File: src/rtl/preamble_agc_pkg.sv
package preamble_agc_pkg;
    typedef enum logic [2:0] {
        ST_IDLE   = 3'd0,
        ST_MEAS1  = 3'd1,
        ST_UPD1   = 3'd2,
        ST_SETTLE = 3'd3,
        ST_MEAS2  = 3'd4,
        ST_UPD2   = 3'd5,
        ST_LOCKED = 3'd6
    } agc_state_e;
endpackage

File: src/rtl/agc_db_lut.sv
// Converts a power word to integer dB via leading-one index and 2-bit mantissa.
module agc_db_lut #(
    parameter int PW  = 24,
    parameter int DBW = 8
) (
    input  logic [PW-1:0]  pwr,
    output logic [DBW-1:0] db
);
    localparam int KW = $clog2(PW);

    logic [KW-1:0]  lead;
    logic           nonzero;
    logic [PW-1:0]  norm;
    logic [1:0]     mant;
    logic [4:0]     frac_q;
    logic [DBW+1:0] sum_q;

    always_comb begin
        lead    = '0;
        nonzero = 1'b0;
        for (int i = 0; i < PW; i++) begin
            if (pwr[i]) begin
                lead    = KW'(i);
                nonzero = 1'b1;
            end
        end
    end

    assign norm = pwr << (KW'(PW - 1) - lead);
    assign mant = norm[PW-2 -: 2];

    always_comb begin
        unique case (mant)
            2'd0: frac_q = 5'd0;
            2'd1: frac_q = 5'd4;
            2'd2: frac_q = 5'd7;
            default: frac_q = 5'd10;
        endcase
    end

    assign sum_q = (DBW+2)'(lead) * (DBW+2)'(12) + (DBW+2)'(frac_q) + (DBW+2)'(2);
    assign db    = nonzero ? sum_q[DBW+1:2] : '0;
endmodule

File: src/rtl/agc_gain_calc.sv
// Next gain = previous + measured dB - target, clamped to the code range.
module agc_gain_calc #(
    parameter int GW     = 7,
    parameter int DBW    = 8,
    parameter int TARGET = 9
) (
    input  logic [GW-1:0]  gain_prev,
    input  logic [DBW-1:0] db,
    output logic [GW-1:0]  gain_next
);
    localparam int SW = ((GW > DBW) ? GW : DBW) + 3;
    localparam logic signed [SW-1:0] GMAX = SW'((1 << GW) - 1);

    logic signed [SW-1:0] sum;

    assign sum = $signed(SW'(gain_prev)) + $signed(SW'(db)) - $signed(SW'(TARGET));

    always_comb begin
        if (sum < 0)
            gain_next = '0;
        else if (sum > GMAX)
            gain_next = '1;
        else
            gain_next = sum[GW-1:0];
    end
endmodule

File: src/rtl/agc_settle_cnt.sv
// Counts settle cycles; done is high in the last one.
module agc_settle_cnt #(
    parameter int N = 16
) (
    input  logic clk,
    input  logic clr,
    input  logic en,
    output logic done
);
    localparam int CW = (N > 1) ? $clog2(N) : 1;

    logic [CW-1:0] cnt;

    always_ff @(posedge clk) begin
        if (clr)
            cnt <= '0;
        else if (en && !done)
            cnt <= cnt + 1'b1;
    end

    assign done = en && (cnt == CW'(N - 1));
endmodule

File: src/rtl/preamble_agc.sv
module preamble_agc
    import preamble_agc_pkg::*;
#(
    parameter int PW         = 24,
    parameter int GW         = 7,
    parameter int GAIN_INIT  = 48,
    parameter int TARGET_DB  = 9,
    parameter int SETTLE_CYC = 16
) (
    input  logic          clk,
    input  logic          rst_n,
    input  logic          start,
    input  logic          pkt_end,
    input  logic          pwr_valid,
    input  logic [PW-1:0] pwr,
    output logic [GW-1:0] gain,
    output logic          gain_stb,
    output logic          busy,
    output logic          locked
);
    localparam int DBW = $clog2(PW * 3 + 4) + 1;

    agc_state_e     state, state_nx;
    logic [DBW-1:0] db_now, db_reg;
    logic [GW-1:0]  gain_nx;
    logic           settle_done;

    agc_db_lut #(.PW(PW), .DBW(DBW)) u_lut (
        .pwr (pwr),
        .db  (db_now)
    );

    agc_gain_calc #(.GW(GW), .DBW(DBW), .TARGET(TARGET_DB)) u_calc (
        .gain_prev (gain),
        .db        (db_reg),
        .gain_next (gain_nx)
    );

    agc_settle_cnt #(.N(SETTLE_CYC)) u_settle (
        .clk  (clk),
        .clr  (state != ST_SETTLE),
        .en   (state == ST_SETTLE),
        .done (settle_done)
    );

    always_comb begin
        state_nx = state;
        unique case (state)
            ST_IDLE:   if (start)       state_nx = ST_MEAS1;
            ST_MEAS1:  if (pwr_valid)   state_nx = ST_UPD1;
            ST_UPD1:                    state_nx = ST_SETTLE;
            ST_SETTLE: if (settle_done) state_nx = ST_MEAS2;
            ST_MEAS2:  if (pwr_valid)   state_nx = ST_UPD2;
            ST_UPD2:                    state_nx = ST_LOCKED;
            ST_LOCKED:                  state_nx = ST_LOCKED;
            default:                    state_nx = ST_IDLE;
        endcase
        if (pkt_end)
            state_nx = ST_IDLE;
    end

    always_ff @(posedge clk) begin
        if (!rst_n)
            state <= ST_IDLE;
        else
            state <= state_nx;
    end

    always_ff @(posedge clk) begin
        if (!rst_n) begin
            gain     <= GW'(GAIN_INIT);
            gain_stb <= 1'b0;
            db_reg   <= '0;
        end else begin
            gain_stb <= 1'b0;
            if ((state == ST_MEAS1 || state == ST_MEAS2) && pwr_valid)
                db_reg <= db_now;
            if ((state == ST_UPD1 || state == ST_UPD2) && !pkt_end) begin
                gain     <= gain_nx;
                gain_stb <= 1'b1;
            end
        end
    end

    always_comb begin
        busy   = 1'b0;
        locked = 1'b0;
        unique case (state)
            ST_IDLE:   ;
            ST_LOCKED: locked = 1'b1;
            default:   busy   = 1'b1;
        endcase
    end
endmodule

File: config.mk
export PLATFORM = sky130hd
export DESIGN_NAME = preamble_agc
export DESIGN_NICKNAME = d
export VERILOG_FILES = /design/src/rtl/preamble_agc_pkg.sv /design/src/rtl/agc_db_lut.sv /design/src/rtl/agc_gain_calc.sv /design/src/rtl/agc_settle_cnt.sv /design/src/rtl/preamble_agc.sv
export SDC_FILE = /design/constraint.sdc
export NUM_CORES = 1
export LEC_CHECK = 0
export ABC_AREA = 1
export CAP_MARGIN = 20
export CORE_MARGIN = 5
export CORE_UTILIZATION = 56
export DETAILED_ROUTE_END_ITERATION = 12
export PLACE_DENSITY = 0.8
export SETUP_SLACK_MARGIN = 0.2
export SYNTH_ARGS = -nofsm -noshare
export SYNTH_HDL_FRONTEND = slang
export SYNTH_SLANG_ARGS = --single-unit
File: constraint.sdc
create_clock -name clk -period 4.62 [get_ports clk]
set_input_delay 0.693 -clock clk [delete_from_list [all_inputs] [get_ports clk]]
set_output_delay 0.693 -clock clk [all_outputs]
set_load 0.01 [all_outputs]
Yosys cells after proc, flatten, opt, wreduce, memory -nomap -nowiden
Cells that the tools add are included.

word-level totals
  register bits = 23
  bits of input ports = 29
  output and inout port bits = 10
  logic and storage cells = 103

operators by class
  $add $sub $neg = 6
  $mul = 1
  order comparisons = 2
  equality and inequality tests = 14
  shift operators = 1
  muxes and demuxes = 59
  bitwise gates (word level) = 1
  reductions and logical operators = 14

operators by type and width
  cell                                                                           number
  5-bit 2-to-1 mux                                                               8
  4-bit 2-to-1 mux                                                               8
  1-bit 2-to-1 mux                                                               28
  3-bit 2-to-1 mux                                                               8
  24-bit by 5-bit << shifter with 23-bit output                                  1
  3-bit case mux with 6 select lines                                             1
  7-bit 2-to-1 mux                                                               2
  4-bit case mux with 3 select lines                                             1
  11-bit by 8-bit > comparator with 1-bit output, second input constant          1
  11-bit by 1-bit less-than comparator with 1-bit output, second input constant  1
  10-bit by 2-bit adder with 10-bit output, second input constant                1
  9-bit by 4-bit adder with 10-bit output                                        1
  9-bit by 4-bit subtractor with 10-bit output, second input constant            1
  7-bit by 8-bit adder with 9-bit output                                         1
  3-bit == test, second input constant                                           3
  8-bit 2-to-1 mux                                                               1
  2-bit != test, second input constant                                           4
  5-bit by 2-bit multiplier with 7-bit output, second input constant             1
  3-bit by 2-bit == test with 1-bit output, second input constant                2
  2-bit OR reduction                                                             3
  5-bit subtractor, first input constant                                         1
  4-bit by 1-bit adder with 4-bit output, second input constant                  1
  4-bit == test, second input constant                                           1
  1-bit logical AND                                                              4
  11 further kinds                                                               14

Logic depth before layout (Yosys ltp)
  depth in word-level cells = 30
  mapped depth = 43
  depth with buffers taken out = 42

Hierarchy
From an unflattened synthesis, not the netlist that was laid out.

unflattened totals
  cell total of the unflattened synthesis = 505
  area total of the unflattened synthesis = 2,994.1 um^2

by module, submodules not included
  module          instances  cells each  area an instance (um^2)  seq. area each (um^2)
  agc_db_lut      1          247         1,280.0                  0.0
  preamble_agc    1          108         782.0                    380.4
  agc_gain_calc   1          120         728.2                    0.0
  agc_settle_cnt  1          30          203.9                    80.1

Worst setup path after synthesis
No wires, ideal clock.

  kind = in2reg
  from = input pwr[2]
  to = register db_reg[5]
  library setup time = 0.132 ns
  arrival = 3.481 ns
  data required time = 4.488 ns
  setup slack = 1.007 ns
  stages = 37
  buffers on the path = 1
  cell sequence = inv_1 > nand2_1 > nand2_1 > nand2_1 > nand2_1 > nand2_1 > nand2_1 > nand2_1 > nand2_1 > nand2_1 > nand2_1 > nand2_1 > nand2_1 > nand2_1 > nand2_1 > nand2_1 > nand2_1 > nand2_1 > nand2_1 > nand2_1 > nand2_2 > nand2_4 > buf_6 > a21oi_2 > o21ai_1 > a21oi_1 > nor2_2 > nor2_4 > nor2_1 > ha_1 > inv_1 > nor4_1 > nand3_2 > nand2_1 > nand2_1 > nand3_1 > a21oi_1

between the ends
  word-level cells in the longest chain between the ends = 29
  elaborated cells between the ends (all ways) = 54
  classes of those cells = 3 x add/sub; 1 x mul; 2 x eq/ne; 1 x shift; 46 x mux; 1 x reduce/logical

RTL lines
  item                                           line                text
  from (decl)                                    preamble_agc.sv:15  input logic [PW-1:0] pwr,
  2-bit 2-to-1 mux (2 in a row)                  agc_db_lut.sv:22    if (pwr[i]) begin
  3-bit 2-to-1 mux (4 in a row)                  agc_db_lut.sv:22
  4-bit 2-to-1 mux (8 in a row)                  agc_db_lut.sv:22
  5-bit 2-to-1 mux (8 in a row)                  agc_db_lut.sv:22
  5-bit subtractor                               agc_db_lut.sv:29    assign norm = pwr << (KW'(PW - 1) - lead);
  24-bit by 5-bit << shifter with 23-bit output  agc_db_lut.sv:29
  2-bit == test, or another cell as far along    agc_db_lut.sv:33    unique case (mant)
  4-bit case mux with 3 select lines             agc_db_lut.sv:33
  9-bit by 4-bit adder with 10-bit output        agc_db_lut.sv:41    assign sum_q = (DBW+2)'(lead) * (DBW+2)'(12) + (DBW+2)'(frac_q) + (DBW+2)'(2);
  10-bit by 2-bit adder with 10-bit output       agc_db_lut.sv:41
  8-bit 2-to-1 mux *                             agc_db_lut.sv:42    assign db = nonzero ? sum_q[DBW+1:2] : '0;
  to (signal assigned)                           preamble_agc.sv:77  db_reg <= db_now;
  to (decl)                                      preamble_agc.sv:24  logic [DBW-1:0] db_now, db_reg;

Every way passes the cells marked *; elsewhere a longest branch is shown, timed or not.
A chain may end at the register's enable or synchronous reset.

Worst setup path after layout
  from = input pwr[3]
  to = register db_reg[6]

between the ends
  word-level cells in the longest chain between the ends = 28
  elaborated cells between the ends (all ways) = 52
  classes of those cells = 3 x add/sub; 1 x mul; 2 x eq/ne; 1 x shift; 44 x mux; 1 x reduce/logical

RTL lines
  item                                           line
  2-bit 2-to-1 mux                               agc_db_lut.sv:22
  3-bit 2-to-1 mux (4 in a row)                  agc_db_lut.sv:22
  4-bit 2-to-1 mux (8 in a row)                  agc_db_lut.sv:22
  5-bit 2-to-1 mux (8 in a row)                  agc_db_lut.sv:22
  5-bit subtractor                               agc_db_lut.sv:29
  24-bit by 5-bit << shifter with 23-bit output  agc_db_lut.sv:29
  2-bit == test, or another cell as far along    agc_db_lut.sv:33
  4-bit case mux with 3 select lines             agc_db_lut.sv:33
  9-bit by 4-bit adder with 10-bit output        agc_db_lut.sv:41
  10-bit by 2-bit adder with 10-bit output       agc_db_lut.sv:41
  8-bit 2-to-1 mux *                             agc_db_lut.sv:42

Marked as above.

==> flow_summary.ini <==
[finish]
finalNetCount = 555
register_area_um2 = 460
final_layout_size_suffix_gt1_share_pct = 11.2
largest_reg_flops = 8
num-fill-cells = 421
n_antenna_cell = 0
multi_input_area_mm2 = 0.00201
syn_to_final_growth_pct = 22.9
instances_no_fill = 565

[min_path]
hold_depth = 2
worstHoldPathType = flip-flop to flip-flop
min_to = db_reg[1]
worstHoldStart = db_reg[1]

[outcome]
status = finished, final reports clean

[setup_path]
critPathMaxStageDelay_ns = 0.49
rr_startpoint = gain[1]
crit_path_end_kind = flip-flop
r2r-end = gain[6]
r2r_cells = 16
critPathArrivalTime_ns = 4.33
worstSetupPathType = primary input to flip-flop
start_kind = primary input
crit_slowest_cell = clkdlybuf4s50_1
regToRegSetupSlack_ns = 1.87
cp.depth = 37
worstPathRequired_ns = 4.80
crit_top_cell = nand2_1
worst-path-max-fanout = 8
path_delay_family = simple AND/OR/NAND/NOR gates
cp_num_buf_inv = 6

[placement]
placed_cells = 556
io_buffers = 38
dp.final_hpwl_mm = 5.18
post-place-ws_ns = 0.100
place.gp.congestion = 0.928

[synthesis]
synth-edff-count = 0
synth_area_mm2 = 0.00276
ys_ff_latch = 23
synth_warnings = 0
syn_avg_cell_area_um2 = 6.08
async_reset_ff_share_pct = 0
syn-instance-count = 454
synth_top_area_share_pct = 16.7
synth.distinct_cells = 41
yosys.area.top_type = dfxtp_1
ys_top_cells_by_area = dfxtp_1 (17%), nand2_1 (14%), ha_1 (11%)
syn-num-nets = 510
synth_ff_type = dfxtp_1
yosysSeqAreaShare_pct = 16.7

[drt]
drc = 0
wl_mm = 6.86
ant_nets = 0
dr.pass1.iters = 5
via_count = 2973
drt-initial-drc-count = 211
wl_per_cell_um = 12.1
vias_per_cell = 5.26

[clocking]
cts_made_buffers = 3
clkTransAtPathRegs_ns = 0.09
root_buffer = clkbuf_8
clk_latency_ns = 0.27
cts_buffer_depth = 2
cts_tree = built
htree_levels = 1
cts_sinks = 23

[global_routing]
grt_pass1_wl_mm = 11.2
grt_pass1_vias = 2676
grt_antenna_before_repair = 0
grt_overflow = 0
grtUsageTotal_pct = 20.8
grt_max_degree = 31

[floorplanning]
row_count = 25
io_pins = 39
start_util_pct = 58.0
core_region_area_mm2 = 0.00475
dieWidth_um = 80.2
die_height_um = 80.2
die_area_mm2 = 0.00643

[timing]
setup_ws_ns = 0.467
setup_viol = 0
fin_crit_sh_pct = 89.9
tightest_slew_ns = 0.602
timing.setup.tns_ns = 0
max_freq_ghz = 0.241
maxSlewViolCount = 0
rsz0062_at_grt = false
fin_worst_skew_ns = 0.0110
fin_crit_ns = 4.15
relSlewSlack_pct = 59.6
hold_viol = 0

[power]
peakVddDrop_v = 0.000152
power_density_mw_per_mm2 = 186
leakage_uw = 0.00167

[run]
drv_cap = 0
cell type report:
cell class	count	share of cell area, %
clock buffers	3	1.22
clock inverters	1	0.148
inverters	80	9.11
multi-input cells	344	59.4
flip-flops and latches	23	13.6
well taps	67	2.47
repair buffers	47	14.1
cell families (layout without fill, tap and decap cells):
kind of cell | Yosys count | count (layout) | synth area share (%)
AND/OR/NAND/NOR | 243 | 245 | 40.9
buffers and inverters | 89 | 131 | 13.9
AO/OA/AOI/OAI | 64 | 64 | 13.2
adder cells (fa/ha/maj) | 27 | 27 | 12.8
flip-flops | 23 | 23 | 16.7
XOR/XNOR | 8 | 8 | 2.54
synthesized netlist by cell type (2+ instances only):
cell      instances
nor4_1            4
clkbuf_1          3
a21oi_2           3
a21oi_1          30
a22oi_1           2
nor2_1           48
o21ai_0          12
nand4_1           2
nor2_2            3
xor2_1            7
o211ai_1          3
dfxtp_1          23
inv_2             2
nand2_1         106
buf_6             2
nand3_2           4
o21bai_1          2
ha_1             25
nand2_4           5
nand3_1          53
a31oi_1           2
o21ai_1           6
nor3_1            6
buf_4             2
nand2_2           6
inv_1            76
fa_1              2
nand3_4           2
power by group:
group	internal, uW	total (uW)	switching, uW
clock network	60.2	126	65.8
registers	205	209	4.75
logic	123	294	171
total	388	629	242
cell usage in the layout, fill, tap and decap left out, drive strengths merged:
master         synthesis  routed
buf                    6       8
inv                   79      79
fa                     2       2
o21a                   1       1
xnor2                  1       1
a31oi                  2       2
or2                    1       1
a31o                   1       1
ha                    25      25
o21ai                 19      19
nand2                117     119
a21oi                 33      33
clkbuf                 3       4
and3                   1       1
nand3                 59      59
nand4                  2       2
xor2                   7       7
o21bai                 2       2
nor3                   6       6
clkdlybuf4s50          0      36
clkinv                 1       2
dfxtp                 23      23
and2                   1       1
o211ai                 3       3
dlymetal6s2s           0       2
nor4                   4       4
nor2                  52      52
a22oi                  2       2
a21o                   1       1
worst reg2reg max path: cells and delay by family, from the launching register on:
family | cells | cell delay [ns]
AO/OA/AOI/OAI | 6 | 0.82
adder cells (fa/ha/maj) | 3 | 0.89
buffers and inverters | 2 | 0.09
flip-flops | 1 | 0.35
AND/OR/NAND/NOR | 5 | 0.54
through the flow:
step | hold WS, ns | instance area [um2] | power [uW] | utilization, %
2_1_floorplan | 0.445 | 2760 | 405 | -
3_3_place_gp | 0.456 | 3190 | 469 | 67.2
3_5_place_dp | 0.457 | 3190 | 475 | 67.2
4_1_cts | 0.470 | 3240 | 599 | 68.2
5_1_grt | 0.494 | 3390 | 678 | 71.3
6_report | 0.466 | 3390 | 629 | 71.3
how the worst max path moves through the flow:
stage                      start   endpoint  slack, ns
final                     pwr[3]  db_reg[6]       0.47
after global placement    pwr[2]  db_reg[5]       0.19
after detailed placement  pwr[2]  db_reg[5]       0.10
after CTS                 pwr[2]  db_reg[5]       0.38
after global routing      pwr[3]  db_reg[6]       0.10
after floorplan           pwr[2]  db_reg[5]       1.01
what timing repair did:
item,in CTS,in global routing
resized for setup,0,18
hold buffers,0,0
endpoints found under the hold margin,0,0
endpoints found under the setup margin,0,6
setup buffers,0,2
layer usage:
layer	GRT usage (%)	up-vias	share of wire, %
li1	-	1550	-
met1	27.4	1321	45
met2	37.1	98	48
met3	2.80	4	6.5
met4	2.36	0	0.52
met5	0	-	0
No activity file was read; power rests on OpenSTA's default activity.
